===== src/rtl/phase_gen_pkg.sv =====
package phase_gen_pkg;
  // Slot on which output k goes high: outputs are spread evenly around the ring.
  function automatic int rise_slot(input int k, input int ratio, input int nphase);
    return k * (ratio / nphase);
  endfunction

  // Slot on which output k goes low: half a ring later.
  function automatic int fall_slot(input int k, input int ratio, input int nphase);
    return (k * (ratio / nphase) + ratio / 2) % ratio;
  endfunction
endpackage


===== src/rtl/phase_run_ctrl.sv =====
module phase_run_ctrl (
  input  logic clk,
  input  logic rst,
  input  logic run_en,
  input  logic reseed,
  output logic advance,
  output logic load_seed,
  output logic force_low
);
  logic was_running_q;

  always_ff @(posedge clk) begin
    if (rst) was_running_q <= 1'b1;
    else     was_running_q <= run_en;
  end

  // Priority: stop, then seed load (restart or reseed), then normal advance.
  always_comb begin
    force_low = !run_en;
    load_seed = run_en && (!was_running_q || reseed);
    advance   = run_en && was_running_q && !reseed;
  end

  // after a stopped cycle, a running edge must load the seed, never advance
  a_r6_restart_loads: assert property (@(posedge clk) disable iff (rst)
    (!run_en ##1 run_en) |-> (load_seed && !advance));
endmodule


===== src/rtl/phase_slot_ring.sv =====
module phase_slot_ring #(
  parameter int RATIO = 16
) (
  input  logic             clk,
  input  logic             rst,
  input  logic             advance,
  input  logic             load_seed,
  output logic [RATIO-1:0] slot_vec
);
  localparam logic [RATIO-1:0] SEED = {{(RATIO-1){1'b0}}, 1'b1};

  logic [RATIO-1:0] ring_q;

  always_ff @(posedge clk) begin
    if (rst || load_seed) ring_q <= SEED;
    else if (advance)     ring_q <= {ring_q[RATIO-2:0], ring_q[RATIO-1]};
  end

  assign slot_vec = ring_q;

  // exactly one token in the ring
  a_r1_one_token: assert property (@(posedge clk) disable iff (rst)
    ($countones(ring_q) == 1));

  // ring holds its position when neither advancing nor loading
  a_r5_ring_holds: assert property (@(posedge clk) disable iff (rst)
    (!advance && !load_seed) |=> (ring_q == $past(ring_q)));
endmodule


===== src/rtl/phase_out_slice.sv =====
module phase_out_slice #(
  parameter int RATIO = 16,
  parameter int RISE  = 0,
  parameter int FALL  = 8
) (
  input  logic             clk,
  input  logic             rst,
  input  logic             advance,
  input  logic             clear,
  input  logic [RATIO-1:0] slot_vec,
  output logic             phase_q
);
  localparam int HALF  = RATIO / 2;
  localparam int CNT_W = $clog2(RATIO) + 1;

  // Final output flop on the fast clock: set on the rising slot, cleared on the falling slot.
  always_ff @(posedge clk) begin
    if (rst || clear)      phase_q <= 1'b0;
    else if (advance) begin
      if (slot_vec[RISE])      phase_q <= 1'b1;
      else if (slot_vec[FALL]) phase_q <= 1'b0;
    end
  end

  // Checker counter: length of the current high stretch
  logic [CNT_W-1:0] high_len;
  always_ff @(posedge clk) begin
    if (rst || !phase_q) high_len <= '0;
    else                 high_len <= high_len + 1'b1;
  end

  // no high stretch exceeds half a period
  a_r3_high_bounded: assert property (@(posedge clk) disable iff (rst)
    (high_len <= CNT_W'(HALF)));
endmodule


===== src/rtl/multiphase_clkgen.sv =====
module multiphase_clkgen #(
  parameter int RATIO     = 16,
  parameter int NUM_PHASE = 8
) (
  input  logic                 clk,
  input  logic                 rst,
  input  logic                 run_en,
  input  logic                 reseed,
  output logic [NUM_PHASE-1:0] phase_out
);
  import phase_gen_pkg::*;

  logic             advance;
  logic             load_seed;
  logic             force_low;
  logic [RATIO-1:0] slot_vec;

  phase_run_ctrl u_ctrl (
    .clk       (clk),
    .rst       (rst),
    .run_en    (run_en),
    .reseed    (reseed),
    .advance   (advance),
    .load_seed (load_seed),
    .force_low (force_low)
  );

  phase_slot_ring #(.RATIO(RATIO)) u_ring (
    .clk       (clk),
    .rst       (rst),
    .advance   (advance),
    .load_seed (load_seed),
    .slot_vec  (slot_vec)
  );

  for (genvar k = 0; k < NUM_PHASE; k++) begin : g_phase
    phase_out_slice #(
      .RATIO (RATIO),
      .RISE  (rise_slot(k, RATIO, NUM_PHASE)),
      .FALL  (fall_slot(k, RATIO, NUM_PHASE))
    ) u_slice (
      .clk      (clk),
      .rst      (rst),
      .advance  (advance),
      .clear    (force_low || load_seed),
      .slot_vec (slot_vec),
      .phase_q  (phase_out[k])
    );
  end

  // phase 0 is high after an advancing edge at slot 0
  a_r2_phase0_rises: assert property (@(posedge clk) disable iff (rst)
    (advance && slot_vec[0]) |=> phase_out[0]);

  // stop forces every output low on the next edge
  a_r5_stop_low: assert property (@(posedge clk) disable iff (rst)
    !run_en |=> (phase_out == '0));

  // a reseed while running clears outputs and returns the ring to slot 0
  a_r8_reseed_clears: assert property (@(posedge clk) disable iff (rst)
    (run_en && reseed) |=> ((phase_out == '0) && slot_vec[0]));
endmodule


===== config.mk =====
export PLATFORM = sky130hd
export DESIGN_NAME = multiphase_clkgen
export DESIGN_NICKNAME = d
export VERILOG_FILES = /design/src/rtl/phase_gen_pkg.sv /design/src/rtl/phase_run_ctrl.sv /design/src/rtl/phase_slot_ring.sv /design/src/rtl/phase_out_slice.sv /design/src/rtl/multiphase_clkgen.sv
export SDC_FILE = /design/constraint.sdc
export NUM_CORES = 1
export LEC_CHECK = 0
export BUFFER_PORTS_ARGS = -buffer_cell sky130_fd_sc_hd__buf_4
export CAP_MARGIN = 30
export CELL_PAD_IN_SITES_DETAIL_PLACEMENT = 2
export CELL_PAD_IN_SITES_GLOBAL_PLACEMENT = 2
export CORE_MARGIN = 2
export CORE_UTILIZATION = 32
export CTS_CLUSTER_DIAMETER = 50
export DETAILED_ROUTE_END_ITERATION = 8
export PLACE_DENSITY_LB_ADDON = 0.12
export SLEW_MARGIN = 20
export SYNTH_ARGS = -nofsm -noshare
export SYNTH_HDL_FRONTEND = slang
export SYNTH_HIERARCHICAL = 1
export SYNTH_SLANG_ARGS = --single-unit

===== constraint.sdc =====
create_clock -name clk -period 1.4 [get_ports clk]
set_input_delay 0.07 -clock clk [delete_from_list [all_inputs] [get_ports clk]]
set_output_delay 0.07 -clock clk [all_outputs]
set_load 0.02 [all_outputs]

Word level (Yosys, flattened, before mapping)
Cells that the tools add are included.
{"block": "word_totals", "reg_bits": 25, "elab_cells": 44, "latch_bits": 0, "out_inout_bits": 8, "mem_count": 0, "ram_bits": 0, "mem_bits_ro": 0, "input_bits": 4}
{"block": "op_classes", "eq_ne": 0, "multipliers": 0, "bitwise": 0, "div_mod_pow": 0, "muxes": 16, "n_reduce_logical": 18, "shift": 0, "n_lt_le_gt_ge": 0, "add_sub_neg": 0}
{"operator": "1-bit two-way mux", "n": 16}
{"operator": "2-bit AND reduction", "n": 4}
{"operator": "2-bit nonzero test", "n": 4}
{"operator": "1-bit logical OR", "n": 4}
{"operator": "1-bit logical AND", "n": 3}
{"operator": "1-bit logical NOT", "n": 3}

Longest topological paths before layout
{"block": "depth", "ltp_word": 5, "ltp_mapped": 6, "mapped_depth_nobuf": 4}

Modules after synthesis
The synthesis kept the hierarchy.
{"mod": "phase_slot_ring", "cells_each": 53, "area_per_inst_um2": 589.3, "instances": 1, "seq_area_each_um2": 320.3}
{"mod": "phase_out_slice", "cells_each": 4, "area_per_inst_um2": 46.3, "instances": 8, "seq_area_each_um2": 20.0}
{"mod": "phase_run_ctrl", "cells_each": 6, "area_per_inst_um2": 45.0, "instances": 1, "seq_area_each_um2": 20.0}
{"mod": "multiphase_clkgen", "cells_each": 1, "area_per_inst_um2": 6.3, "instances": 1, "seq_area_each_um2": 0.0}

Worst setup path before layout
Ideal clock, no wire load.
{"block": "synth_timing", "kind": "register to register", "from": "register u_ctrl.was_running_q", "to": "register u_ring.ring_q[10], in the netlist u_ring/slot_vec[10]", "t_required_ns": 1.286, "path_stages_with_launch": 6, "synth_period_minus_slack_ns": 1.458, "arrival_time_ns": 1.343, "setup_slack_ns": -0.058, "path_buffers": 2, "cell_sequence": "dfxtp_1 > and3_1 > buf_4 > buf_6 > mux2i_1 > nor2_1"}
{"element": "start: declaration", "line": "phase_run_ctrl.sv:10", "text": "logic was_running_q;"}
{"element": "start signal: assignment", "line": "phase_run_ctrl.sv:14", "text": "else was_running_q <= run_en;"}
{"element": "1-bit logical AND (2 in series)", "line": "phase_run_ctrl.sv:21", "text": "advance = run_en && was_running_q && !reseed;"}
{"element": "named net advance", "line": "multiphase_clkgen.sv:13", "text": "logic advance;"}
{"element": "end signal: assignment", "line": "phase_slot_ring.sv:16", "text": "else if (advance) ring_q <= {ring_q[RATIO-2:0], ring_q[RATIO-1]};"}
{"element": "end: declaration", "line": "phase_slot_ring.sv:12", "text": "logic [RATIO-1:0] ring_q;"}
The timed path passes the listed nets, and every way through them passes these cells.
A chain may end at the register's enable or synchronous reset.

Worst setup path after layout
{"block": "layout_timing", "from": "input run_en", "to": "register g_phase[0].u_slice.phase_q"}
{"block": "layout_via", "elab_chain_cells": 3}
{"element": "start: declaration", "line": "multiphase_clkgen.sv:7", "text": "input logic run_en,"}
{"element": "1-bit logical NOT", "line": "phase_run_ctrl.sv:19", "text": "force_low = !run_en;"}
{"element": "named net force_low", "line": "multiphase_clkgen.sv:15", "text": "logic force_low;"}
{"element": "1-bit logical OR", "line": "multiphase_clkgen.sv:45", "text": ".clear (force_low || load_seed),"}
{"element": "1-bit logical OR", "line": "phase_out_slice.sv:18", "text": "if (rst || clear) phase_q <= 1'b0;"}
{"element": "end signal: assignment", "line": "phase_out_slice.sv:18"}
{"element": "end signal: assignment", "line": "phase_out_slice.sv:20", "text": "if (slot_vec[RISE]) phase_q <= 1'b1;"}
{"element": "end signal: assignment", "line": "phase_out_slice.sv:21", "text": "else if (slot_vec[FALL]) phase_q <= 1'b0;"}
{"element": "end: declaration", "line": "phase_out_slice.sv:11", "text": "output logic phase_q"}
The timed path passes the listed nets, and every way through them passes these cells.

==> results.md <==
* Syn Nets at 96
* Die Ht at 60.2 um
* Tmin final at 1240 ps
* Share of layout cells above drive strength 1 at 0.243
* Chip Width at about 60 um
* Synth Register Bits at 25
* Compound-Gate Fraction of Synth Area at 0.192
* Fill cells at 354
* F_max at 0.804 GHz
* Setup Buffers After CTS at 0
* Synth top area share at 0.495
* WP data arrival at 1500 ps
* Main combinational cell family by area after synthesis: compound AO/OA/AOI/OAI gates
* Cells after synthesis at 92
* Final ANT Viol Nets at 0
* Hold Path Class: in2reg
* Grt ovf at 0
* Power Density at 963 mW/mm2
* Seq/Total Area, Yosys at 0.495
* Cells along the critical path: dlygate4sd3_1 -> buf_4 -> inv_1 -> a21oi_1 -> or2_1 -> a211oi_2
* Placed inst area at 0.00114 mm2
* Yosys cell types at 14
* First-pass GRT wire length at 3530 um
* H-tree depth at 1
* Total number of vias at 685
* Post-Synth Adder-Cell Area at 0
* Row count at 20
* Die area at roughly 0.0036 mm2
* Largest net degree at the start of global routing at 34
* Routed length per instance at between 10 and 15 um
* GRT Overall Usage at 0.138
* Setup TNS at 0 ps
* P&R area growth vs syn at 17.1%
* Maximum vdd drop at 0.323 mV
* Setup Skew at 3.87 ps
* WP buf/inv at 3
* Final wirelength at 2040 um
* Final nets at 112
* Max_slew headroom at 0.664
* Vias in the first global route at 730
* CTS Buf Count at 3
* Final hold vios at 0
* Outcome: finished, final reports clean
* Initial antenna violation count at 0
* CTS tree: done
* Worst skew pair latency at approximately 320 ps
* Setup violators final at 0
* DR vias/cell at 4.54
* Worst Path Required at 1660 ps
* Core area at 0.00303 mm2
* Hpwl dp at about 1400 um
* I/O pins at 12
* Final period util at 0.889
* Max FO, Critical Path at 8
* Crit-path slowest cell: dlygate4sd3_1
* CTS max path bufs at 2
* Worst Tran Pin Value at 504 ps
* N_diodes at 0
* Ranking of synthesized cells by area: dfxtp_1 50%, mux2i_1 15%, a211oi_2 9.9%
* CTS clk-pin slew, worst paths at 140 ps
* Root buf cell: clkbuf_4
* Final Max Tran Viols at 0
* Drt first-iter violations at 20
* DRT Pass-1 Iters at 4
* Crit path kind: in2reg
* Drc violations at 0
* Mux contribution to synthesized area at 0.149
* Post-Syn Area at roughly 0.0010 mm2
* RSZ-0062 raised after global routing: false
* Yosys Warn Count at 6
* TritonCTS Sinks at 25
* Xor/xnor cell area share of the yosys netlist at 0
* Gp weighted congestion at 0.657
* MaxCap Viol Count at 0
* CP endpoint kind: flip-flop
* CP max stage delay at 530 ps
* Buffers on Ports at 11
* P_leak at approximately 0.42 nW
* CP startpoint kind: input pin
* Final Instance Area at about 0.0012 mm2
* Largest area contributor in the netlist: dfxtp_1
* Starting Density at 0.334
* Synth Area in Simple Gates at 0.116
* Cell family with most CP delay: buffers and inverters
* Avg Inst Size Synth at around 11 um2
## power by group
part | total (W) | internal (W) | switching (W)
sequential | 0.000721 | 0.000717 | 0.00000384
combinational | 0.0000865 | 0.0000354 | 0.0000510
clock | 0.000333 | 0.000107 | 0.000226
## final cells by class
class	instances	area, um2	area share
Tap cell	44	55.1	0.0465
Inverter	2	7.51	0.00634
Timing Repair Buffer	15	130	0.110
Clock inverter	1	5.00	0.00423
Clock buffer	3	22.5	0.0190
Sequential cell	25	500	0.423
Multi-Input combinational cell	61	463	0.391
## sequential cells by signal, summed over array words and instances (netlist names)
name and cells:
g_phase.u_slice/phase_q 8, u_ring/slot_vec 16, u_ctrl/was_running_q 1
## kinds of logic (layout without fill, tap and decap cells)
logic type	Yosys count	in the layout
AO/OA/AOI/OAI	18	18
buffers and inverters	6	21
flip-flops	25	25
multiplexers	15	15
AND/OR/NAND/NOR	28	28
## synthesized netlist by cell type (all sizes together)
cell type,number
a21bo,8
a211oi,8
a211o,1
a21oi,1
and3,1
nand2,8
dfxtp,25
inv,2
nor2,15
or2,3
nor2b,1
mux2i,15
buf,4
## what timing repair did
item                                    CTS  global route
hold buffers                              2             0
gates resized for setup                   0             0
endpoints found under the setup margin    0             0
endpoints found under the hold margin     9             0
## cells in the final DEF (no fill, tap or decap), drive strengths merged
master | Yosys | routed
nor2b | 1 | 1
nor2 | 15 | 15
dlygate4sd3 | 0 | 2
dfxtp | 25 | 25
nand2 | 8 | 8
mux2i | 15 | 15
and3 | 1 | 1
or2 | 3 | 3
buf | 4 | 13
clkinv | 0 | 1
a211oi | 8 | 8
a21bo | 8 | 8
inv | 2 | 2
a21oi | 1 | 1
a211o | 1 | 1
clkbuf | 0 | 3
## metal layers
metal	vias up	wire, um	track usage
li1	346	-	-
met1	327	957	0.176
met2	8	977	0.213
met3	4	53	0.0195
met4	0	51	0.0952
met5	-	0	0
## worst min-delay path: stages
cell     delay, ps
buf_4           70
inv_1           40
a21oi_1        150
or2_1          290
nor2_1          80
## path summary, 6_finish.rpt
path	from	end	slack, ps	cells after the start
worst min register to register	u_ring/slot_vec[15]$_SDFFE_PP0P_	u_ring/slot_vec[0]$_SDFFE_PP1P_	490	1
worst max-delay path	run_en	g_phase[0].u_slice/phase_q$_SDFFE_PP0P_	160	6
worst max register to register	u_ctrl/was_running_q$_SDFF_PP1_	g_phase[1].u_slice/phase_q$_SDFFE_PP0P_	230	4
worst min-delay path	reseed	u_ring/slot_vec[1]$_SDFFE_PP0P_	400	5
## stage by stage
| stage | hold slack (ps) | utilization | instances | total power, W | worst slack [ps] |
|---|---|---|---|---|---|
| after global placement | 269 | 0.375 | 145 | 0.000821 | 273 |
| after CTS | 399 | 0.391 | 151 | 0.00118 | 140 |
| after detailed placement | 276 | 0.375 | 145 | 0.000821 | 246 |
| final | 400 | 0.391 | 151 | 0.00114 | 156 |
| after floorplan | 135 | - | 92 | 0.000797 | 76.1 |
| after global routing | 443 | 0.391 | 151 | 0.00120 | 81.1 |
Note: power is estimated with default switching activity, not from simulation.
